[config.mk]
export PLATFORM = sky130hd
export DESIGN_NAME = slot_ctrl_regs
export DESIGN_NICKNAME = d
export VERILOG_FILES = /design/src/rtl/slot_regs_pkg.sv /design/src/rtl/slot_insert_latch.sv /design/src/rtl/slot_read_mux.sv /design/src/rtl/slot_ctrl_regs.sv
export SDC_FILE = /design/constraint.sdc
export NUM_CORES = 1
export LEC_CHECK = 0
export BUFFER_PORTS_ARGS = -buffer_cell sky130_fd_sc_hd__buf_4
export CAP_MARGIN = 20
export CORE_AREA = 3 3 41 43
export CTS_CLUSTER_SIZE = 28
export DETAILED_ROUTE_END_ITERATION = 6
export DIE_AREA = 0 0 44 46
export GPL_ROUTABILITY_DRIVEN = 0
export GPL_TIMING_DRIVEN = 0
export PLACE_DENSITY_LB_ADDON = 0.15
export SYNTH_ARGS = -nofsm -noshare
export SYNTH_HDL_FRONTEND = slang
export SYNTH_SLANG_ARGS = --single-unit
[constraint.sdc]
create_clock -name clk -period 3.2 [get_ports clk]
set_clock_uncertainty 0.15 [all_clocks]
set_input_delay 0.64 -clock clk [delete_from_list [all_inputs] [get_ports clk]]
set_output_delay 0.64 -clock clk [all_outputs]
set_load 0.01 [all_outputs]
[src/rtl/slot_regs_pkg.sv]
package slot_regs_pkg;
  localparam int unsigned IDX_IDENT  = 0;
  localparam int unsigned IDX_FLASH  = 1;
  localparam int unsigned IDX_EVENT  = 2;
  localparam int unsigned IDX_DECODE = 3;
  localparam int unsigned WORD_COUNT = 4;
  localparam int unsigned BIT_WPROT  = 0;
  localparam int unsigned BIT_INSERT = 3;
endpackage

[src/rtl/slot_insert_latch.sv]
module slot_insert_latch (
  input  logic clk,
  input  logic rst_n,
  input  logic set_lvl,
  input  logic clr_req,
  output logic latched
);
  always_ff @(posedge clk) begin
    if (!rst_n) latched <= 1'b0;
    else        latched <= set_lvl | (latched & ~clr_req);
  end


  set_sticky_chk: assert property (@(posedge clk) disable iff (!rst_n)
    set_lvl |=> latched);

  hold_chk: assert property (@(posedge clk) disable iff (!rst_n)
    (latched && !clr_req) |=> latched);

  clear_chk: assert property (@(posedge clk) disable iff (!rst_n)
    (clr_req && !set_lvl) |=> !latched);

  no_spurious_set_chk: assert property (@(posedge clk) disable iff (!rst_n)
    (!latched && !set_lvl) |=> !latched);
endmodule

[src/rtl/slot_read_mux.sv]
module slot_read_mux
  import slot_regs_pkg::*;
#(
  parameter int unsigned ADDR_W    = 4,
  parameter int unsigned DATA_W    = 32,
  parameter logic [31:0] IDENT_VAL = 32'h4103_4003,
  parameter logic [31:0] DECOD_VAL = 32'h0000_0011
) (
  input  logic [ADDR_W-1:0] addr,
  input  logic              wp_now,
  input  logic              ins_flag,
  output logic [DATA_W-1:0] rdata
);
  logic [DATA_W-1:0] event_word;

  always_comb begin
    event_word             = '0;
    event_word[BIT_WPROT]  = wp_now;
    event_word[BIT_INSERT] = ins_flag;
  end

  always_comb begin
    rdata = '0;
    if (addr == ADDR_W'(IDX_IDENT))       rdata = DATA_W'(IDENT_VAL);
    else if (addr == ADDR_W'(IDX_FLASH))  rdata = '0;
    else if (addr == ADDR_W'(IDX_EVENT))  rdata = event_word;
    else if (addr == ADDR_W'(IDX_DECODE)) rdata = DATA_W'(DECOD_VAL);
  end
endmodule

[src/rtl/slot_ctrl_regs.sv]
module slot_ctrl_regs
  import slot_regs_pkg::*;
#(
  parameter int unsigned ADDR_W    = 4,
  parameter int unsigned DATA_W    = 32,
  parameter logic [31:0] IDENT_VAL = 32'h4103_4003,
  parameter logic [31:0] DECOD_VAL = 32'h0000_0011
) (
  input  logic              clk,
  input  logic              rst_n,
  input  logic [ADDR_W-1:0] bus_addr,
  input  logic              bus_wr,
  input  logic [DATA_W-1:0] bus_wdata,
  output logic [DATA_W-1:0] bus_rdata,
  input  logic              wp_level,
  input  logic              card_in,
  output logic              card_irq
);
  logic ins_clr;
  logic ins_flag;
  logic unused_wdata;

  assign ins_clr      = bus_wr && (bus_addr == ADDR_W'(IDX_EVENT)) && bus_wdata[BIT_INSERT];
  assign unused_wdata = ^bus_wdata;

  slot_insert_latch u_latch (
    .clk     (clk),
    .rst_n   (rst_n),
    .set_lvl (card_in),
    .clr_req (ins_clr),
    .latched (ins_flag)
  );

  slot_read_mux #(
    .ADDR_W    (ADDR_W),
    .DATA_W    (DATA_W),
    .IDENT_VAL (IDENT_VAL),
    .DECOD_VAL (DECOD_VAL)
  ) u_rmux (
    .addr     (bus_addr),
    .wp_now   (wp_level),
    .ins_flag (ins_flag),
    .rdata    (bus_rdata)
  );

  assign card_irq = ins_flag;


  irq_matches_flag_chk: assert property (@(posedge clk) disable iff (!rst_n)
    (bus_addr == ADDR_W'(IDX_EVENT)) |-> (card_irq == bus_rdata[BIT_INSERT]));

  wp_live_chk: assert property (@(posedge clk) disable iff (!rst_n)
    (bus_addr == ADDR_W'(IDX_EVENT)) |-> (bus_rdata[BIT_WPROT] == wp_level));

  high_addr_zero_chk: assert property (@(posedge clk) disable iff (!rst_n)
    (bus_addr >= ADDR_W'(WORD_COUNT)) |-> (bus_rdata == '0));

  foreign_write_chk: assert property (@(posedge clk) disable iff (!rst_n)
    (bus_wr && bus_addr != ADDR_W'(IDX_EVENT) && !card_in) |=> $stable(card_irq));
endmodule

# [Word level (Yosys, flattened, before mapping)]
# Index checks and enable logic that the tools add are counted.
[word_totals] register_bits=1 inputBits=41 output_inout_bits=33 wordCells=14
[op_classes] eq_ne=3 n_mux=4 n_bitwise=3 reduce_logical=3
[op_table] operator="2-to-1 mux 32 bit" count=3
[op_table] operator="equality test 4 x 2 -> 1 bit, second input constant" count=2
[op_table] operator="2-to-1 mux 5 bit" count=1
[op_table] operator="equality test 4 x 1 -> 1 bit, second input constant" count=1
[op_table] operator="zero test 4 bit" count=1
[op_table] operator="logical AND 1 bit" count=2
[op_table] operator="AND 1 bit" count=1
[op_table] operator="NOT 1 bit" count=1
[op_table] operator="OR 1 bit" count=1

# [Longest topological paths before layout]
# Gate-level depths: netlist of the first run.
[depth] ltp_word=6 depth_mapped=2 ltp_nobuf=2

# [By module]
# Synthesis of the first run repeated with hierarchy kept, for this count alone.
[hier_totals] hier_cells=42 hier_area_um2=324.1
[by_module_without_submodules] module="slot_read_mux" instances=1 cells_each=37 area_per_inst_um2=264.0 seq_area_each_um2=0.0
[by_module_without_submodules] module="slot_insert_latch" instances=1 cells_each=3 area_per_inst_um2=41.3 seq_area_each_um2=20.0
[by_module_without_submodules] module="slot_ctrl_regs" instances=1 cells_each=2 area_per_inst_um2=18.8 seq_area_each_um2=0.0

# [Worst setup path before layout of the first run]
# Ideal clock, no wire load.
[synth_timing] path_kind="in2out" startpoint="input bus_addr[1]" endpoint="output bus_rdata[14]" arrival_ps=1684 required_ps=2410 slack_ps=726 path_stages=2 path_buffers=1 path_cell_list="nor4_1 buf_4"
[synth_between] elab_chain_len=3 elab_cells_between_ends=4 cone_classes="eq/ne: 1; mux: 2; reduce/logical: 1"
[synth_lines] element="start: declaration" line="slot_ctrl_regs.sv:11" rtl="input logic [ADDR_W-1:0] bus_addr,"
[synth_lines] element="equality test 4 x 1 -> 1 bit" line="slot_read_mux.sv:25" rtl="else if (addr == ADDR_W'(IDX_FLASH)) rdata = '0;"
[synth_lines] element="2-to-1 mux 32 bit" line="slot_read_mux.sv:25"
[synth_lines] element="2-to-1 mux 32 bit *" line="slot_read_mux.sv:24" rtl="if (addr == ADDR_W'(IDX_IDENT)) rdata = DATA_W'(IDENT_VAL);"
[synth_lines] element="end: declaration" line="slot_ctrl_regs.sv:14" rtl="output logic [DATA_W-1:0] bus_rdata,"
# Every way passes the cells marked *; elsewhere a longest branch is shown, timed or not.

# [Final worst setup path of the first run]
[layout_timing] startpoint="input bus_addr[1]" endpoint="output bus_rdata[17]"
# The elaborated chain is that of the path after synthesis.

==> summary.txt, run 1 <==
Clock tree
  – Worst skew pair latency: 0 ns
  – # hold bufs at CTS: 0
  – Post-CTS setup repair buffer count: 0
  – Clock slew at reported path FFs: 0 ns
  – Post-CTS Resized: 0

Global route
  – Total grt overflow: 0
  – Vias in the first global route: 197
  – First-pass GRT wire length: 807 um
  – Initial antenna violation count: 0
  – Largest net degree at the start of global routing: 7
  – Total GRT Usage: 0.04874

Critical path
  – Crit path launch: bus_addr[1]
  – Worst r2r dst: u_latch.latched
  – Element type at the critical path end: output pin
  – CP Launch Type: input pin
  – CP required: 2.41 ns
  – CP arrival: 1.81 ns
  – Critical-path maximum fanout: 6
  – Reg2Reg Setup Slack: 2.40 ns
  – Reg2reg path depth: 2
  – RR Startpoint: u_latch.latched
  – WS Path Type: in -> out

Pwr
  – Worst VDD drop: 0.08025 mV
  – LEAKAGE: 0.3572 nW
  – Cell area power density: 135.1 nW/um^2

Layout
  – Area growth syn-to-layout: 79.59%
  – Net count, final: 125
  – Max FFs per register: 1
  – # fillers: 145
  – Final cell count without fillers: 97
  – Multi-input gate area: 158.9 um^2
  – Most flop-heavy register: u_latch.latched
  – Top Registers: u_latch.latched x1
  – Register Area: 20.02 um^2
  – N_diodes: 0
  – Fraction of layout cells with a size suffix above 1: 0.5976

Synthesis
  – Synth Flop Type: dfxtp_1
  – Post-synth top cells: 28 x buf_4, 2 x nor3_1
  – Ranking of synthesized cells by area: buf_4 69%, dfxtp_1 6.5%, a2111oi_2 4.9%, nor3_1 3.3%, and3b_1 2.9%
  – Asr flop ratio synth: 0
  – Syn Area/Cell: 7.477 um^2
  – Synthesized instance count: 41
  – Post-synth EDFFs: 0
  – YS warnings: 0
  – Cell variety after synth: 13
  – Top-count cell post-synth: buf_4
  – Synth top area share: 0.6857
  – Synth Register Bits: 1
  – Largest area contributor in the synthesized netlist: buf_4
  – Seq/Total Area, Yosys: 0.06531
  – Mapped Area: 306.5 um^2

Route
  – Vias per inst: 3.124
  – Post-route ant nets: 0
  – Avg WL per Cell: 6.340 um
  – Starting DRC count in detailed routing: 0
  – DRC: 0
  – DR vias: 303
  – First-pass iteration count of the detailed router: 1
  – WL final: 615 um

Place
  – Detail Placement HPWL: 612.6 um
  – Post-Place Cells: 97
  – Port Buf Inserts: 19

Min path
  – Hold Crit Start: u_latch.latched
  – Hold-critical path depth: 2
  – Hold Path Class: reg -> reg
  – WHS Endpoint: u_latch.latched

Timing
  – Endpoints failing hold: 0
  – Unrepaired setup endpoints after global routing: no
  – Count of final setup violators: 0
  – Worst relative slew slack: 0.4612
  – Setup TNS: 0 ns
  – Post-route clock period utilization: 0.8140
  – Tightest Pin Transition: 0.8008 ns
  – Peak Freq: 383.9 MHz
  – Max Slew Vio Count: 0
  – Fin crit period: 2.605 ns

Floorplanning
  – Core Region: 1334 um^2
  – Full die area: 2024 um^2
  – Chip Height: 46 um
  – Io pins: 74
  – # rows: 13
  – Die X: 44 um
  – Starting Density: 0.2298

Run
  – Max cap viols: 0

Status
  – Status: completed
-- worst max-delay path by stage --
stage | to | cells past startpoint
floorplan | bus_rdata[14] | 2
global placement | bus_rdata[14] | 4
detailed placement | bus_rdata[14] | 4
CTS | bus_rdata[14] | 4
global route | bus_rdata[17] | 4
finish | bus_rdata[17] | 4
-- layout by cell type (no fill, tap or decap) --
cell type,count
and3b_1,1
nor2b_1,1
a2111oi_2,1
nand2_1,1
dfxtp_1,1
nor2_1,1
nor3_1,2
a31oi_1,1
conb_1,23
and3_2,1
o21ai_0,1
nor4_1,1
buf_4,47
-- worst max-delay path: stages --
cell	delay, ns
buf_4	0.13
nor4_1	0.71
buf_4	0.22
buf_4	0.11
-- cell families after synthesis --
logic type / after synthesis / share of synthesized area
buffers and inverters: 28 / 0.6857
and+or+nand+nor: 8 / 0.1510
AOI/OAI and AO/OA: 3 / 0.08570
DFF: 1 / 0.06531
other: 1 / 0.01223
-- where the power goes --
part / total, mW / switching, mW / internal [mW] / leakage (nW)
logic: 0.0601 / 0.0258 / 0.0343 / 0.349
registers: 0.0143 / 0.000629 / 0.0137 / 0.00839
clock network: 0 / 0 / 0 / 0
total: 0.0744 / 0.0264 / 0.0479 / 0.357
-- metal layers --
layer	GRT usage	wire length [um]
met3	0.01186	141
met4	0	0
met1	0.06005	205
met2	0.09012	268
met5	0	0
-- metrics by stage --
| step | power, mW | instance area, um^2 | hold slack, ns | setup WS [ns] | utilization |
|---|---|---|---|---|---|
| after detailed placement | 0.07332 | 550.5 | 0.4123 | 0.5390 | 0.4128 |
| after floorplan | 0.05569 | 389.1 | 0.4120 | 0.7261 | - |
| after CTS | 0.07344 | 550.5 | 0.4205 | 0.5392 | 0.4128 |
| final | 0.07435 | 550.5 | 0.4175 | 0.5951 | 0.4128 |
| after global placement | 0.07328 | 550.5 | 0.4079 | 0.5400 | 0.4128 |
| after global routing | 0.08067 | 550.5 | 0.4786 | 0.3937 | 0.4128 |
-- final cells by class --
cell class,instances,share of cell area
Sequential cell,1,0.03636
Tap cell,15,0.03409
Timing Repair Buffer,19,0.2591
Multi-Input combinational cell,34,0.2886
Buffer,28,0.3818
Power figures use the tool's default switching activity.
==> inputs of run 2 (changes only) <==
--- a/config.mk
+++ b/config.mk
@@ -5,12 +5,13 @@
 export SDC_FILE = /design/constraint.sdc
 export NUM_CORES = 1
 export LEC_CHECK = 0
+export ABC_AREA = 1
 export BUFFER_PORTS_ARGS = -buffer_cell sky130_fd_sc_hd__buf_4
 export CAP_MARGIN = 20
-export CORE_AREA = 3 3 41 43
+export CORE_AREA = 3 3 46 48
 export CTS_CLUSTER_SIZE = 28
 export DETAILED_ROUTE_END_ITERATION = 6
-export DIE_AREA = 0 0 44 46
+export DIE_AREA = 0 0 49 51
 export GPL_ROUTABILITY_DRIVEN = 0
 export GPL_TIMING_DRIVEN = 0
 export PLACE_DENSITY_LB_ADDON = 0.15
==> constraint.sdc (replaced) <==
create_clock -name clk -period 2.19 [get_ports clk]
set_clock_uncertainty 0.15 [all_clocks]
set_input_delay 0.438 -clock clk [delete_from_list [all_inputs] [get_ports clk]]
set_output_delay 0.438 -clock clk [all_outputs]
set_load 0.01 [all_outputs]
==> run 2 against run 1 <==
Net effect:
- largest cell class unchanged
- die area grew 23%
- highest routed layer unchanged
- total power rose by 53%
- synthesized cell count up 15%
==> summary.txt, run 2 <==
Status
  – Status: completed

Floorplanning
  – Full die area: 2499 um^2 (+23%)
  – Io pins: 74 (unchanged)
  – Starting Density: 0.1928 (-0.03700)
  – Die X: 49 um (+11%)
  – Chip Height: 51 um (+11%)
  – # rows: 15 (+2)
  – Core Region: 1745 um^2 (+31%)

Route
  – WL final: 659 um (+7.2%)
  – Post-route ant nets: 0 (unchanged)
  – DR vias: 314 (+3.6%)
  – First-pass iteration count of the detailed router: 1 (unchanged)
  – DRC: 0 (unchanged)
  – Vias per inst: 2.779 (-11%)
  – Starting DRC count in detailed routing: 0 (unchanged)
  – Avg WL per Cell: 5.832 um (-8.0%)

Synthesis
  – Adder-cell share of the synthesized area: 0 (unchanged)
  – Xor/xnor cell area share of the yosys netlist: 0 (unchanged)
  – Synth Register Bits: 1 (unchanged)
  – Main combinational cell family by area after synthesis: buffers and inverters
  – Largest area contributor in the synthesized netlist: buf_4
  – YS warnings: 0 (unchanged)
  – Syn Area/Cell: 7.161 um^2 (-4.2%)
  – Ranking of synthesized cells by area: buf_4 62%, dfxtp_1 5.9%, inv_1 4.5%, a211oi_2 3.7%, nor2_4 3.3%
  – Post-synthesis simple-gate area fraction: 0.1859 (+0.03485)
  – Synthesized instance count: 47 (+15%)
  – Multiplexer share of the synthesized area: 0 (unchanged)
  – Post-synth top cells: 28 x buf_4, 4 x inv_1, 2 x nand2_1, 2 x nor3_1
  – Top-count cell post-synth: buf_4
  – Cell variety after synth: 15 (+2)
  – Mapped Area: 336.6 um^2 (+9.8%)
  – Synth Flop Type: dfxtp_1
  – Post-synth EDFFs: 0 (unchanged)
  – Synth top area share: 0.6245 (-0.06118)
  – Asr flop ratio synth: 0 (unchanged)
  – Seq/Total Area, Yosys: 0.05948 (-0.005827)
  – Synth Area in Compound Gates: 0.06320 (-0.02252)

Layout
  – Commonest cells after routing, fill and taps aside: 47 x buf_4, 23 x conb_1, 4 x inv_1
  – Area growth syn-to-layout: 77.70%
  – N_diodes: 0 (unchanged)
  – Most common cell after layout, fill and taps aside: buf_4
  – Fraction of layout cells with a size suffix above 1: 0.6364 (+0.03880)
  – Final cell count without fillers: 113 (+16%)
  – # fillers: 195 (+34%)
  – Top Registers: u_latch.latched x1
  – Max FFs per register: 1 (unchanged)
  – Net count, final: 131 (+4.8%)
  – Most flop-heavy register: u_latch.latched

Critical path
  – CP arrival: 1.30 ns (-0.51 ns)
  – CP Depth: 6 (+2)
  – Crit-path max cell delay: 0.27 ns (-0.44 ns)
  – Reg2reg path depth: 2 (unchanged)
  – CP required: 1.60 ns (-0.81 ns)
  – WS Path Type: in -> out
  – Crit path top cell by count: buf_4
  – Count of buffer and inverter cells on the critical path: 4 (+1)
  – Critical Path Slowest Stage Cell: nor3_2
  – Element type at the critical path end: output pin
  – CP Launch Type: input pin
  – Critical path's top delay family: buffers and inverters
  – CP Cell Sequence: buf_4 -> nor2_4 -> inv_2 -> nor3_2 -> buf_4 -> buf_4
  – Critical-path maximum fanout: 6 (unchanged)

Timing
  – Setup TNS: 0 ns (unchanged)
  – Endpoints failing hold: 0 (unchanged)
  – Fin crit period: 1.888 ns
  – Max Slew Vio Count: 0 (unchanged)
  – Post-route clock period utilization: 0.8623
  – Unrepaired setup endpoints after global routing: no
  – Count of final setup violators: 0 (unchanged)
  – Peak Freq: 529.6 MHz

Pwr
  – Worst VDD drop: 0.1022 mV (+27%)
  – Cell area power density: 190.6 nW/um^2 (+41%)
  – LEAKAGE: 0.3838 nW (+7.5%)

Global route
  – Vias in the first global route: 255 (+29%)
  – First-pass GRT wire length: 931 um (+15%)
  – Initial antenna violation count: 0 (unchanged)
  – Total grt overflow: 0 (unchanged)
  – Total GRT Usage: 0.04402 (-0.004724)
  – Met2 usage: 0.08597 (-0.004143)
  – GR Util met3: 0.02041 (+0.008550)
  – Largest net degree at the start of global routing: 7 (unchanged)
  – GR Util met1: 0.04522 (-0.01483)
  – Most Crowded Layer GR: met2

Place
  – Post-Place Cells: 113 (+16%)
  – Port Buf Inserts: 19 (unchanged)
  – Detail Placement HPWL: 638.8 um (+4.3%)

Clock tree
  – Post-CTS setup repair buffer count: 0 (unchanged)
  – # hold bufs at CTS: 0 (unchanged)
  – Clock slew at reported path FFs: 0 ns (unchanged)
  – Worst skew pair latency: 0 ns (unchanged)
  – Post-CTS Resized: 0 (unchanged)

Min path
  – Hold Path Class: reg -> reg
  – Hold-critical path depth: 2 (unchanged)

Run
  – Max cap viols: 0 (unchanged)
## run 2: worst paths after layout
check                  start               to  slack, ns
max              bus_addr[3]    bus_rdata[30]       0.30
min          u_latch.latched  u_latch.latched       0.32
max reg2reg  u_latch.latched  u_latch.latched       1.47
min reg2reg  u_latch.latched  u_latch.latched       0.32
## run 2: tightest hold or removal path, cell delays in order, from the launching register on
cell	delay, ns
dfxtp_1	0.31
nand2_2	0.07
a21oi_2	0.04
## run 2: metal layers
metal | routed length, um | vias up
met1 | 244 | 111
met2 | 281 | 29
li1 | - | 174
met4 | 0 | 0
met3 | 133 | 0
met5 | 0 | -
## run 2: layout make-up
| class | instances | area [um^2] | area share |
|---|---|---|---|
| buffer | 28 | 210.2 | 0.3515 |
| sequential | 1 | 20.02 | 0.03347 |
| timing repair buffer | 19 | 142.6 | 0.2385 |
| inverter | 5 | 18.77 | 0.03138 |
| multi-input combinational | 35 | 175.2 | 0.2929 |
| tap | 25 | 31.28 | 0.05230 |
## run 2: logic make-up after synthesis
logic type	Yosys count
buffers and inverters	33
and+or+nand+nor	10
AOI/OAI and AO/OA	2
DFF	1
other	1
## run 2: per-stage QoR
stage                 util  hold slack [ns]  area (um^2)  total power [mW]  setup WS, ns
floorplan                -           0.3424        419.2           0.08656        0.2568
global placement    0.3398           0.3176        593.1            0.1114       0.09191
detailed placement  0.3398           0.3192        593.1            0.1119       0.06278
CTS                 0.3398           0.3214        593.1            0.1121       0.06226
global route        0.3427           0.3474        598.1            0.1231        0.2216
finish              0.3427           0.3200        598.1            0.1140        0.3017
## run 2: power breakdown
part / leakage, nW / switching [mW] / internal, mW / total, mW
logic: 0.375 / 0.0415 / 0.0514 / 0.0929
registers: 0.00839 / 0.00114 / 0.0200 / 0.0211
clock network: 0 / 0 / 0 / 0
total: 0.384 / 0.0427 / 0.0713 / 0.114
